<file path="src/rtl/iram_pkg.sv">
package iram_pkg;
  localparam int DW = 8;
  typedef logic [DW-1:0] byte_t;

  typedef enum logic [1:0] {
    SRC_NONE = 2'd0,
    SRC_RAM  = 2'd1,
    SRC_BITF = 2'd2,
    SRC_ZERO = 2'd3
  } rsrc_e;

  // One resolved storage request per cycle, after port arbitration.
  typedef struct packed {
    logic       ram_we;   // byte write into the general array
    logic       ram_re;   // byte read from the general array
    logic       bf_we;    // whole-byte write into the flag area
    logic       bf_bwe;   // single-bit write into the flag area
    logic       bf_re;    // read from the flag area
    logic       zero;     // read with no backing storage
    logic       sfr;      // direct access handed to the register decoder
    logic       xbit;     // bit address outside the flag area
    byte_t      addr;     // resolved byte address
    byte_t      wdata;
    logic [2:0] bitpos;
    logic       bitval;
  } mreq_t;
endpackage

</file>
<file path="src/rtl/iram_bank_reg.sv">
module iram_bank_reg #(
  parameter int BANKS = 4,
  localparam int BW = $clog2(BANKS)
) (
  input  logic          clk,
  input  logic          rst,
  input  logic          we,
  input  logic [BW-1:0] bank_in,
  output logic [BW-1:0] bank
);
  always_ff @(posedge clk) begin
    if (rst)     bank <= '0;
    else if (we) bank <= bank_in;
  end

  // bank 0 is active in the first cycle after reset
  p_bank_reset_r2: assert property (@(posedge clk) disable iff (rst)
    $past(rst) |-> bank == '0);
endmodule

</file>
<file path="src/rtl/iram_ptr_shadow.sv">
module iram_ptr_shadow
  import iram_pkg::*;
#(
  parameter int BANKS = 4,
  parameter int REGS  = 8,
  localparam int BW   = $clog2(BANKS),
  localparam int PTRS = 2
) (
  input  logic          clk,
  input  logic          wr_en,
  input  byte_t         wr_addr,
  input  byte_t         wr_data,
  input  logic [BW-1:0] bank,
  input  logic          ptr_sel,
  output byte_t         ptr
);
  // Copies of registers 0 and 1 of every bank, so that an indirect
  // access resolves in a single cycle.
  byte_t sh [BANKS][PTRS];

  always_ff @(posedge clk) begin
    if (wr_en) begin
      for (int b = 0; b < BANKS; b++) begin
        for (int s = 0; s < PTRS; s++) begin
          if (wr_addr == byte_t'(b * REGS + s)) sh[b][s] <= wr_data;
        end
      end
    end
  end

  assign ptr = sh[bank][ptr_sel];
endmodule

</file>
<file path="src/rtl/iram_decode.sv">
module iram_decode
  import iram_pkg::*;
#(
  parameter int DEPTH      = 256,
  parameter int BANKS      = 4,
  parameter int REGS       = 8,
  parameter int BIT_BASE   = 32,
  parameter int BIT_BYTES  = 16,
  parameter int DIRECT_TOP = 128,
  localparam int BW        = $clog2(BANKS),
  localparam int RW        = $clog2(REGS),
  localparam int BIT_SPAN  = BIT_BYTES * 8
) (
  input  logic [BW-1:0] bank,
  input  byte_t         ptr,
  input  logic          reg_en,
  input  logic          reg_we,
  input  logic [RW-1:0] reg_num,
  input  byte_t         reg_wdata,
  input  logic          byte_en,
  input  logic          byte_we,
  input  logic          byte_ind,
  input  byte_t         byte_addr,
  input  byte_t         byte_wdata,
  input  logic          bit_en,
  input  logic          bit_we,
  input  byte_t         bit_addr,
  input  logic          bit_wdata,
  output mreq_t         req
);
  byte_t reg_addr;
  byte_t tgt, tgt_wd;
  logic  tgt_go, tgt_we;

  assign reg_addr = byte_t'(int'(bank) * REGS + int'(reg_num));

  always_comb begin
    req    = '0;
    tgt    = '0;
    tgt_wd = '0;
    tgt_we = 1'b0;
    tgt_go = 1'b0;
    // Fixed priority: bit port, then byte port, then register port.
    if (bit_en) begin
      if (int'(bit_addr) >= BIT_SPAN) begin
        req.xbit = 1'b1;
      end else begin
        req.addr   = byte_t'(BIT_BASE + int'(bit_addr) / 8);
        req.bitpos = bit_addr[2:0];
        req.bitval = bit_wdata;
        req.bf_bwe = bit_we;
        req.bf_re  = !bit_we;
      end
    end else if (byte_en) begin
      if (!byte_ind && int'(byte_addr) >= DIRECT_TOP) begin
        req.sfr = 1'b1;
      end else begin
        tgt_go = 1'b1;
        tgt    = byte_ind ? ptr : byte_addr;
        tgt_we = byte_we;
        tgt_wd = byte_wdata;
      end
    end else if (reg_en) begin
      tgt_go = 1'b1;
      tgt    = reg_addr;
      tgt_we = reg_we;
      tgt_wd = reg_wdata;
    end

    if (tgt_go) begin
      req.addr  = tgt;
      req.wdata = tgt_wd;
      if (int'(tgt) >= DEPTH) begin
        req.zero = !tgt_we;
      end else if (int'(tgt) >= BIT_BASE && int'(tgt) < BIT_BASE + BIT_BYTES) begin
        req.bf_we = tgt_we;
        req.bf_re = !tgt_we;
      end else begin
        req.ram_we = tgt_we;
        req.ram_re = !tgt_we;
      end
    end
  end
endmodule

</file>
<file path="src/rtl/iram_bitfile.sv">
module iram_bitfile
  import iram_pkg::*;
#(
  parameter int BYTES = 16,
  localparam int BFW  = $clog2(BYTES)
) (
  input  logic           clk,
  input  logic           rst,
  input  logic           byte_we,
  input  logic           bit_we,
  input  logic           rd_en,
  input  logic [BFW-1:0] idx,
  input  byte_t          wdata,
  input  logic [2:0]     bitpos,
  input  logic           bitval,
  output byte_t          rd_q
);
  // Flip-flop storage, so that a bit write is a one-cycle read-modify-write.
  byte_t mem [BYTES];

  always_ff @(posedge clk) begin
    if (byte_we)     mem[idx]         <= wdata;
    else if (bit_we) mem[idx][bitpos] <= bitval;
    if (rd_en) rd_q <= mem[idx];
  end

  // the addressed bit takes the written value
  p_bit_value_r7: assert property (@(posedge clk) disable iff (rst)
    bit_we |=> mem[$past(idx)][$past(bitpos)] == $past(bitval));

  for (genvar k = 0; k < BYTES; k++) begin : g_iso
    // no other bit anywhere in the area moves on a bit write
    p_bit_isolate_r7: assert property (@(posedge clk) disable iff (rst)
      bit_we |=> ((mem[k] ^ $past(mem[k])) &
                  ~(($past(idx) == BFW'(k)) ? (8'h01 << $past(bitpos)) : 8'h00)) == 8'h00);
  end
endmodule

</file>
<file path="src/rtl/iram_store.sv">
module iram_store
  import iram_pkg::*;
#(
  parameter int DEPTH = 256,
  localparam int AW   = $clog2(DEPTH)
) (
  input  logic          clk,
  input  logic          we,
  input  logic          re,
  input  logic [AW-1:0] addr,
  input  byte_t         wdata,
  output byte_t         q
);
  // Single-port array with a registered read, suitable for block RAM.
  byte_t mem [DEPTH];

  always_ff @(posedge clk) begin
    if (we) mem[addr] <= wdata;
    if (re) q <= mem[addr];
  end
endmodule

</file>
<file path="src/rtl/bank_iram.sv">
module bank_iram
  import iram_pkg::*;
#(
  parameter int DEPTH      = 256,
  parameter int BANKS      = 4,
  parameter int REGS       = 8,
  parameter int BIT_BASE   = 32,
  parameter int BIT_BYTES  = 16,
  parameter int DIRECT_TOP = 128,
  localparam int BW        = $clog2(BANKS),
  localparam int RW        = $clog2(REGS),
  localparam int AW        = $clog2(DEPTH),
  localparam int BFW       = $clog2(BIT_BYTES)
) (
  input  logic          clk,
  input  logic          rst,
  input  logic          sw_bank_we,
  input  logic [BW-1:0] sw_bank,
  input  logic          reg_en,
  input  logic          reg_we,
  input  logic [RW-1:0] reg_num,
  input  logic [7:0]    reg_wdata,
  input  logic          byte_en,
  input  logic          byte_we,
  input  logic          byte_ind,
  input  logic          byte_ptr,
  input  logic [7:0]    byte_addr,
  input  logic [7:0]    byte_wdata,
  input  logic          bit_en,
  input  logic          bit_we,
  input  logic [7:0]    bit_addr,
  input  logic          bit_wdata,
  output logic          rd_valid,
  output logic [7:0]    rd_data,
  output logic          rd_bit,
  output logic          sfr_sel,
  output logic          ext_bit_sel
);
  logic [BW-1:0]  bank;
  byte_t          ptr;
  mreq_t          req;
  byte_t          ram_q, bf_q;
  logic [BFW-1:0] bf_idx;
  rsrc_e          src_q;
  logic [2:0]     bpos_q;

  iram_bank_reg #(.BANKS(BANKS)) u_bank (
    .clk(clk), .rst(rst), .we(sw_bank_we), .bank_in(sw_bank), .bank(bank)
  );

  iram_ptr_shadow #(.BANKS(BANKS), .REGS(REGS)) u_ptr (
    .clk(clk), .wr_en(req.ram_we), .wr_addr(req.addr), .wr_data(req.wdata),
    .bank(bank), .ptr_sel(byte_ptr), .ptr(ptr)
  );

  iram_decode #(
    .DEPTH(DEPTH), .BANKS(BANKS), .REGS(REGS), .BIT_BASE(BIT_BASE),
    .BIT_BYTES(BIT_BYTES), .DIRECT_TOP(DIRECT_TOP)
  ) u_dec (
    .bank(bank), .ptr(ptr),
    .reg_en(reg_en), .reg_we(reg_we), .reg_num(reg_num), .reg_wdata(reg_wdata),
    .byte_en(byte_en), .byte_we(byte_we), .byte_ind(byte_ind),
    .byte_addr(byte_addr), .byte_wdata(byte_wdata),
    .bit_en(bit_en), .bit_we(bit_we), .bit_addr(bit_addr), .bit_wdata(bit_wdata),
    .req(req)
  );

  assign bf_idx = BFW'(int'(req.addr) - BIT_BASE);

  iram_bitfile #(.BYTES(BIT_BYTES)) u_bits (
    .clk(clk), .rst(rst), .byte_we(req.bf_we), .bit_we(req.bf_bwe),
    .rd_en(req.bf_re), .idx(bf_idx), .wdata(req.wdata),
    .bitpos(req.bitpos), .bitval(req.bitval), .rd_q(bf_q)
  );

  iram_store #(.DEPTH(DEPTH)) u_ram (
    .clk(clk), .we(req.ram_we), .re(req.ram_re), .addr(AW'(req.addr)),
    .wdata(req.wdata), .q(ram_q)
  );

  always_ff @(posedge clk) begin
    if (rst) begin
      rd_valid    <= 1'b0;
      sfr_sel     <= 1'b0;
      ext_bit_sel <= 1'b0;
      src_q       <= SRC_NONE;
      bpos_q      <= '0;
    end else begin
      rd_valid    <= req.ram_re | req.bf_re | req.zero;
      sfr_sel     <= req.sfr;
      ext_bit_sel <= req.xbit;
      bpos_q      <= req.bitpos;
      if (req.ram_re)     src_q <= SRC_RAM;
      else if (req.bf_re) src_q <= SRC_BITF;
      else if (req.zero)  src_q <= SRC_ZERO;
      else                src_q <= SRC_NONE;
    end
  end

  always_comb begin
    case (src_q)
      SRC_RAM:  rd_data = ram_q;
      SRC_BITF: rd_data = bf_q;
      default:  rd_data = 8'h00;
    endcase
  end

  assign rd_bit = rd_data[bpos_q];

  // a direct access at 80h or above never writes storage
  p_sfr_no_write_r4: assert property (@(posedge clk) disable iff (rst)
    (byte_en && !bit_en && !byte_ind && byte_addr[7]) |->
      !(req.ram_we || req.bf_we || req.bf_bwe));

  // at most one kind of result flag per cycle
  p_flag_excl_r4: assert property (@(posedge clk) disable iff (rst)
    $onehot0({rd_valid, sfr_sel, ext_bit_sel}));

  // a read that reaches storage answers exactly one clock later
  p_read_latency_r9: assert property (@(posedge clk) disable iff (rst)
    (req.ram_re || req.bf_re || req.zero) |=> rd_valid);

  // writes and idle cycles raise no result
  p_no_spurious_r9: assert property (@(posedge clk) disable iff (rst)
    !(req.ram_re || req.bf_re || req.zero) |=> !rd_valid);

  // a bit request masks both other ports
  p_bit_wins_r10: assert property (@(posedge clk) disable iff (rst)
    bit_en |-> !(req.ram_we || req.ram_re || req.bf_we || req.sfr || req.zero));
endmodule

</file>
<file path="config.mk">
export PLATFORM = sky130hd
export DESIGN_NAME = bank_iram
export DESIGN_NICKNAME = d
export VERILOG_FILES = /design/src/rtl/iram_pkg.sv /design/src/rtl/iram_bank_reg.sv /design/src/rtl/iram_ptr_shadow.sv /design/src/rtl/iram_decode.sv /design/src/rtl/iram_bitfile.sv /design/src/rtl/iram_store.sv /design/src/rtl/bank_iram.sv
export SDC_FILE = /design/constraint.sdc
export NUM_CORES = 2
export LEC_CHECK = 0
export BUFFER_PORTS_ARGS = -buffer_cell sky130_fd_sc_hd__buf_4
export CAP_MARGIN = 20
export CORE_ASPECT_RATIO = 1.4
export CORE_UTILIZATION = 55
export DETAILED_ROUTE_END_ITERATION = 16
export PLACE_DENSITY = 0.73
export SKIP_LAST_GASP = 1
export SYNTH_ARGS = -nofsm -noshare
export SYNTH_HDL_FRONTEND = slang
export SYNTH_SLANG_ARGS = --single-unit
</file>
<file path="constraint.sdc">
create_clock -name clk -period 21 [get_ports clk]
set_input_delay 4.2 -clock clk [delete_from_list [all_inputs] [get_ports clk]]
set_output_delay 4.2 -clock clk [all_outputs]
set_load 0.1 [all_outputs]
</file>
==> metrics.md <==
| Metric | Value |
|---|---|
| Hold WC Path Type | register to register |
| Max_cap viols | 0 |
| Clock sink count | 2204 |
| Final Hold Violating Endpoints | 0 |
| Initial Util | 0.556 |
| Top cells by count, synth | 2192 x sky130_fd_sc_hd__edfxtp_1, 655 x sky130_fd_sc_hd__mux2i_1, 620 x sky130_fd_sc_hd__nand2_1, 417 x sky130_fd_sc_hd__nor2_1, 332 x sky130_fd_sc_hd__o22ai_1 |
| Slew at the pin closest to its max-slew limit | 1.25 ns |
| Power density over the cells | 94.1 nW/um^2 |
| Number of inserted filler cells in the final layout | 11100 |
| Post-synthesis adder-cell area fraction | 0.000286 |
| Clock-pin transition on the worst setup and hold timing paths | 0.07 ns |
| Crit Path Class | input port to register |
| Most repeated cell in the gate-level netlist after synthesis | sky130_fd_sc_hd__edfxtp_1 |
| Die height | roughly 470 um |
| CTS Buf Count | ~190 |
| Boundary pin count | 61 |
| Critical Path End Type | register |
| Leakage power | ~34 nW |
| Initial DRT Pass Iterations | 7 |
| Total area of multi-input combinational cells | 20200 sq um |
| Unrepaired setup endpoints after global routing | false |
| R2r setup slk | about 13 ns |
| Largest net degree at the start of global routing | 210 |
| Number of buffers inserted to repair setup after CTS | 0 |
| Worst hold-check slack | around 0.57 ns |
| Biggest area contributors in the synthesized netlist | sky130_fd_sc_hd__edfxtp_1 75%, sky130_fd_sc_hd__mux2i_1 7.5%, sky130_fd_sc_hd__nand2_1 2.7% |
| Final Instance Count excl. Fillers | 7836 |
| Final Worst Setup Slack | 10.38 ns |
| Initial DRC count | 6260 |
| Hold_buf cts | 0 |
| Fin Setup TNS | 0 ns |
| Mapped cell area | 87500 sq um |
| Post-synthesis compound-gate area fraction | 0.0473 |
| Critical path startpoint | byte_en |
| Longest individual stage delay on the worst path | 0.89 ns |
| Post-synthesis sequential element count | 2204 |
| Number of synthesis warnings | 0 |
| Largest family of logic cells by synthesized area | multiplexers |
| CTS tree | built |
| Worst-path cell with the longest stage delay | sky130_fd_sc_hd__buf_4 |
| Worst Clk Skew | 0.0259 ns |
| Half-perimeter wire length of the detailed placement result | 133 mm |
| Total of cells resized after clock tree synthesis | 0 |
| Maximum number of buffers from clock root to sink | 3 |
| Simple-gate area share of the yosys netlist | 0.0754 |
| Finished Core Util | 0.612 |
| Worst supply voltage drop on vdd | 0.0723 mV |
| Antenna violations before repair | 6 |
| Startpoint class of the critical path | input port |
| Highest Clock Rate | 94.2 MHz |
| Std cell rows | 172 |
| Period utilization | 0.506 |
| Clk_lat worst skew | 0.82 ns |
| Horizontal die dimension | 339 um |
| Multiplexer fraction of the synthesized cell area | 0.0988 |
| Worst min-delay path startpoint | u_bank.bank[1]$_SDFFE_PP0P_ |
| Share of synthesized flip-flops with an asynchronous set or reset | 0 |
| Layout cells sized above 1 | 0.102 |
| Overall die area | 161000 sq um |
| Placement Setup Slack | 9.69 ns |
| Via count of the first global-routing pass | between 40000 and 50000 |
| Number of flops mapped to enable cells by yosys | 2192 |
| Worst path top cell family by delay | buffers and inverters |
| Summed area of non-filler cells in the final layout | 96300 sq um |
| Outcome | finished, final reports clean |
| Terminating pin of the worst hold path | u_bank.bank[1]$_SDFFE_PP0P_ |
| H-tree depth | 4 |
| Biggest area consumer among synthesized cells | sky130_fd_sc_hd__edfxtp_1 |
| Overall power consumption | 9.07 mW |
| Critical register-to-register path endpoint | u_ram.q[3]$_DFFE_PP_ |
| Period minus WS final | 10.62 ns |
| Arrival time at the worst endpoint | 11.19 ns |
| Distinct cell type count after synthesis | 62 |
| DRC viols | 0 |
| Share of the synthesized area in the top cell type | 0.752 |
| Final-stage net count | 5648 |
| Count of cells along the worst hold path | 2 |
| Buffers plus inverters on the worst setup path | 4 |
| Most numerous cell on the critical path | sky130_fd_sc_hd__buf_4 |
| Syn_area_per_cell | ~16 sq um |
| Area delta synth->final | 10.1% |
| Per-cell routed wire length | 28.9 um |
| CP Cell Sequence | buf_4 > nor2b_1 > a32oi_1 > o211a_4 > buf_4 > buf_4 > buf_4 > mux2i_1 > o22ai_1 > nor4_1 > o211ai_1 > or3_1 > and4_1 |
| Count of mapped cells out of synthesis | 5482 |
| Sequential-to-total area share from yosys stat | 0.755 |
| Area after detailed placement | 90200 sq um |
| Number of buffer cells added on primary ports | 60 |
| FF/Latch Area | approximately 66000 sq um |
| Core Box Area | approximately 160000 sq um |
| Slew HR | 0.161 |
| Via count | between 40000 and 50000 |
| Number of cells on the worst reg-to-reg path | 12 |
| XOR/XNOR share of the synthesized area | 0 |
| Number of setup violations in the final report | 0 |
| Via density per instance | 6.38 |
| Data required time of the critical path | roughly 22 ns |
| Primary FF master, synth | sky130_fd_sc_hd__edfxtp_1 |
| Wire length reported by the detailed router | 227 mm |
| Sum of overflow across all layers after global routing | 0 |
| Wire length of the first global-routing pass | 327 mm |
| Max-slew violations | 0 |
| Routability Congestion | 0.894 |
| Routed Antenna Nets | 0 |
| Gr usage total | 0.279 |
| Number of placed cells counting well taps | 7492 |
| Clock root buffer | sky130_fd_sc_hd__clkbuf_16 |
| Maximum net fanout on the critical path | 61 |
## how the worst max path moves through the flow
stage                                            to  slack [ns]  depth (start not counted)
after CTS                      u_ram.q[3]$_DFFE_PP_       10.56                         13
final                          u_ram.q[3]$_DFFE_PP_       10.38                         13
after detailed placement       u_ram.q[3]$_DFFE_PP_        9.69                         13
after floorplan           u_ptr.sh[0][11]$_DFFE_PP_        8.73                          6
after global placement         u_ram.q[6]$_DFFE_PP_        9.47                         13
after global routing           u_ram.q[3]$_DFFE_PP_       10.27                         13
## area by class of cell
cell class              instances  area share
well taps                    2088      0.0271
flip-flops and latches       2204       0.686
repair buffers                166      0.0142
inverters                       6    0.000234
clock inverters               115      0.0118
diodes                          3   0.0000779
multi-input cells            3032       0.210
clock buffers                 222      0.0513
## routing by layer
metal	share of wire	global-route usage	vias up
met4	0.064	0.157	8
met3	0.098	0.0522	575
met5	0.00026	0	-
met2	0.48	0.454	2869
li1	-	-	21400
met1	0.36	0.355	25100
## cells by family (layout without fill, tap and decap cells)
kind of cell,count (synthesis),after routing
mux,754,754
simple gates,1520,1520
flops,2204,2204
buf+inv,373,509
fa+ha+maj,2,2
other cells,1,131
compound gates,628,628
## report_power, final
part,leakage (nW),switching [mW],internal [mW],total (mW)
sequential,20.3,0.0102,4.85,4.86
combinational,10.3,0.525,0.217,0.742
clock,2.95,1.53,1.93,3.47
## worst reg2reg max path: cells and delay by family, from the launching register on
kind | cells | cell delay [ns]
AO/OA/AOI/OAI | 4 | 1.72
buffers and inverters | 3 | 2.76
flip-flops | 1 | 0.78
multiplexers | 2 | 0.96
AND/OR/NAND/NOR | 3 | 1.63
## registers in the layout, summed over array words and instances, names as in the netlist, named ones only
name	count
u_ram.mem	1992
u_bits.mem	128
u_ptr.sh	56
u_bits.rd_q	8
u_ram.q	8
bpos_q	3
src_q	2
u_bank.bank	2
ext_bit_sel	1
rd_valid	1
sfr_sel	1
## cell usage in the layout, fill, tap and decap left out, types with 13 or more instances in the layout
master                      Yosys  layout
sky130_fd_sc_hd__buf_4         41     153
sky130_fd_sc_hd__o22ai_1      332     332
sky130_fd_sc_hd__a21oi_1       57      57
sky130_fd_sc_hd__bufinv_16      0      21
sky130_fd_sc_hd__nand4_1       20      20
sky130_fd_sc_hd__a22oi_1       47      47
sky130_fd_sc_hd__clkbuf_16      0     193
sky130_fd_sc_hd__mux4_2        87      87
sky130_fd_sc_hd__nand3_1      313     300
sky130_fd_sc_hd__edfxtp_1    2192    2192
sky130_fd_sc_hd__or3_1         13      13
sky130_fd_sc_hd__conb_1         1     128
sky130_fd_sc_hd__clkbuf_1     120      29
sky130_fd_sc_hd__a31oi_1       80      79
sky130_fd_sc_hd__clkinv_1       0      41
sky130_fd_sc_hd__nand2_1      620     616
sky130_fd_sc_hd__nor2_1       417     405
sky130_fd_sc_hd__nor4_1        50      49
sky130_fd_sc_hd__mux2i_1      655     655
sky130_fd_sc_hd__o41ai_1       14      14
sky130_fd_sc_hd__a311oi_1      25      25
sky130_fd_sc_hd__and3_1        27      27
sky130_fd_sc_hd__clkinv_2       0      31
Note: power is estimated with default switching activity, not from simulation.
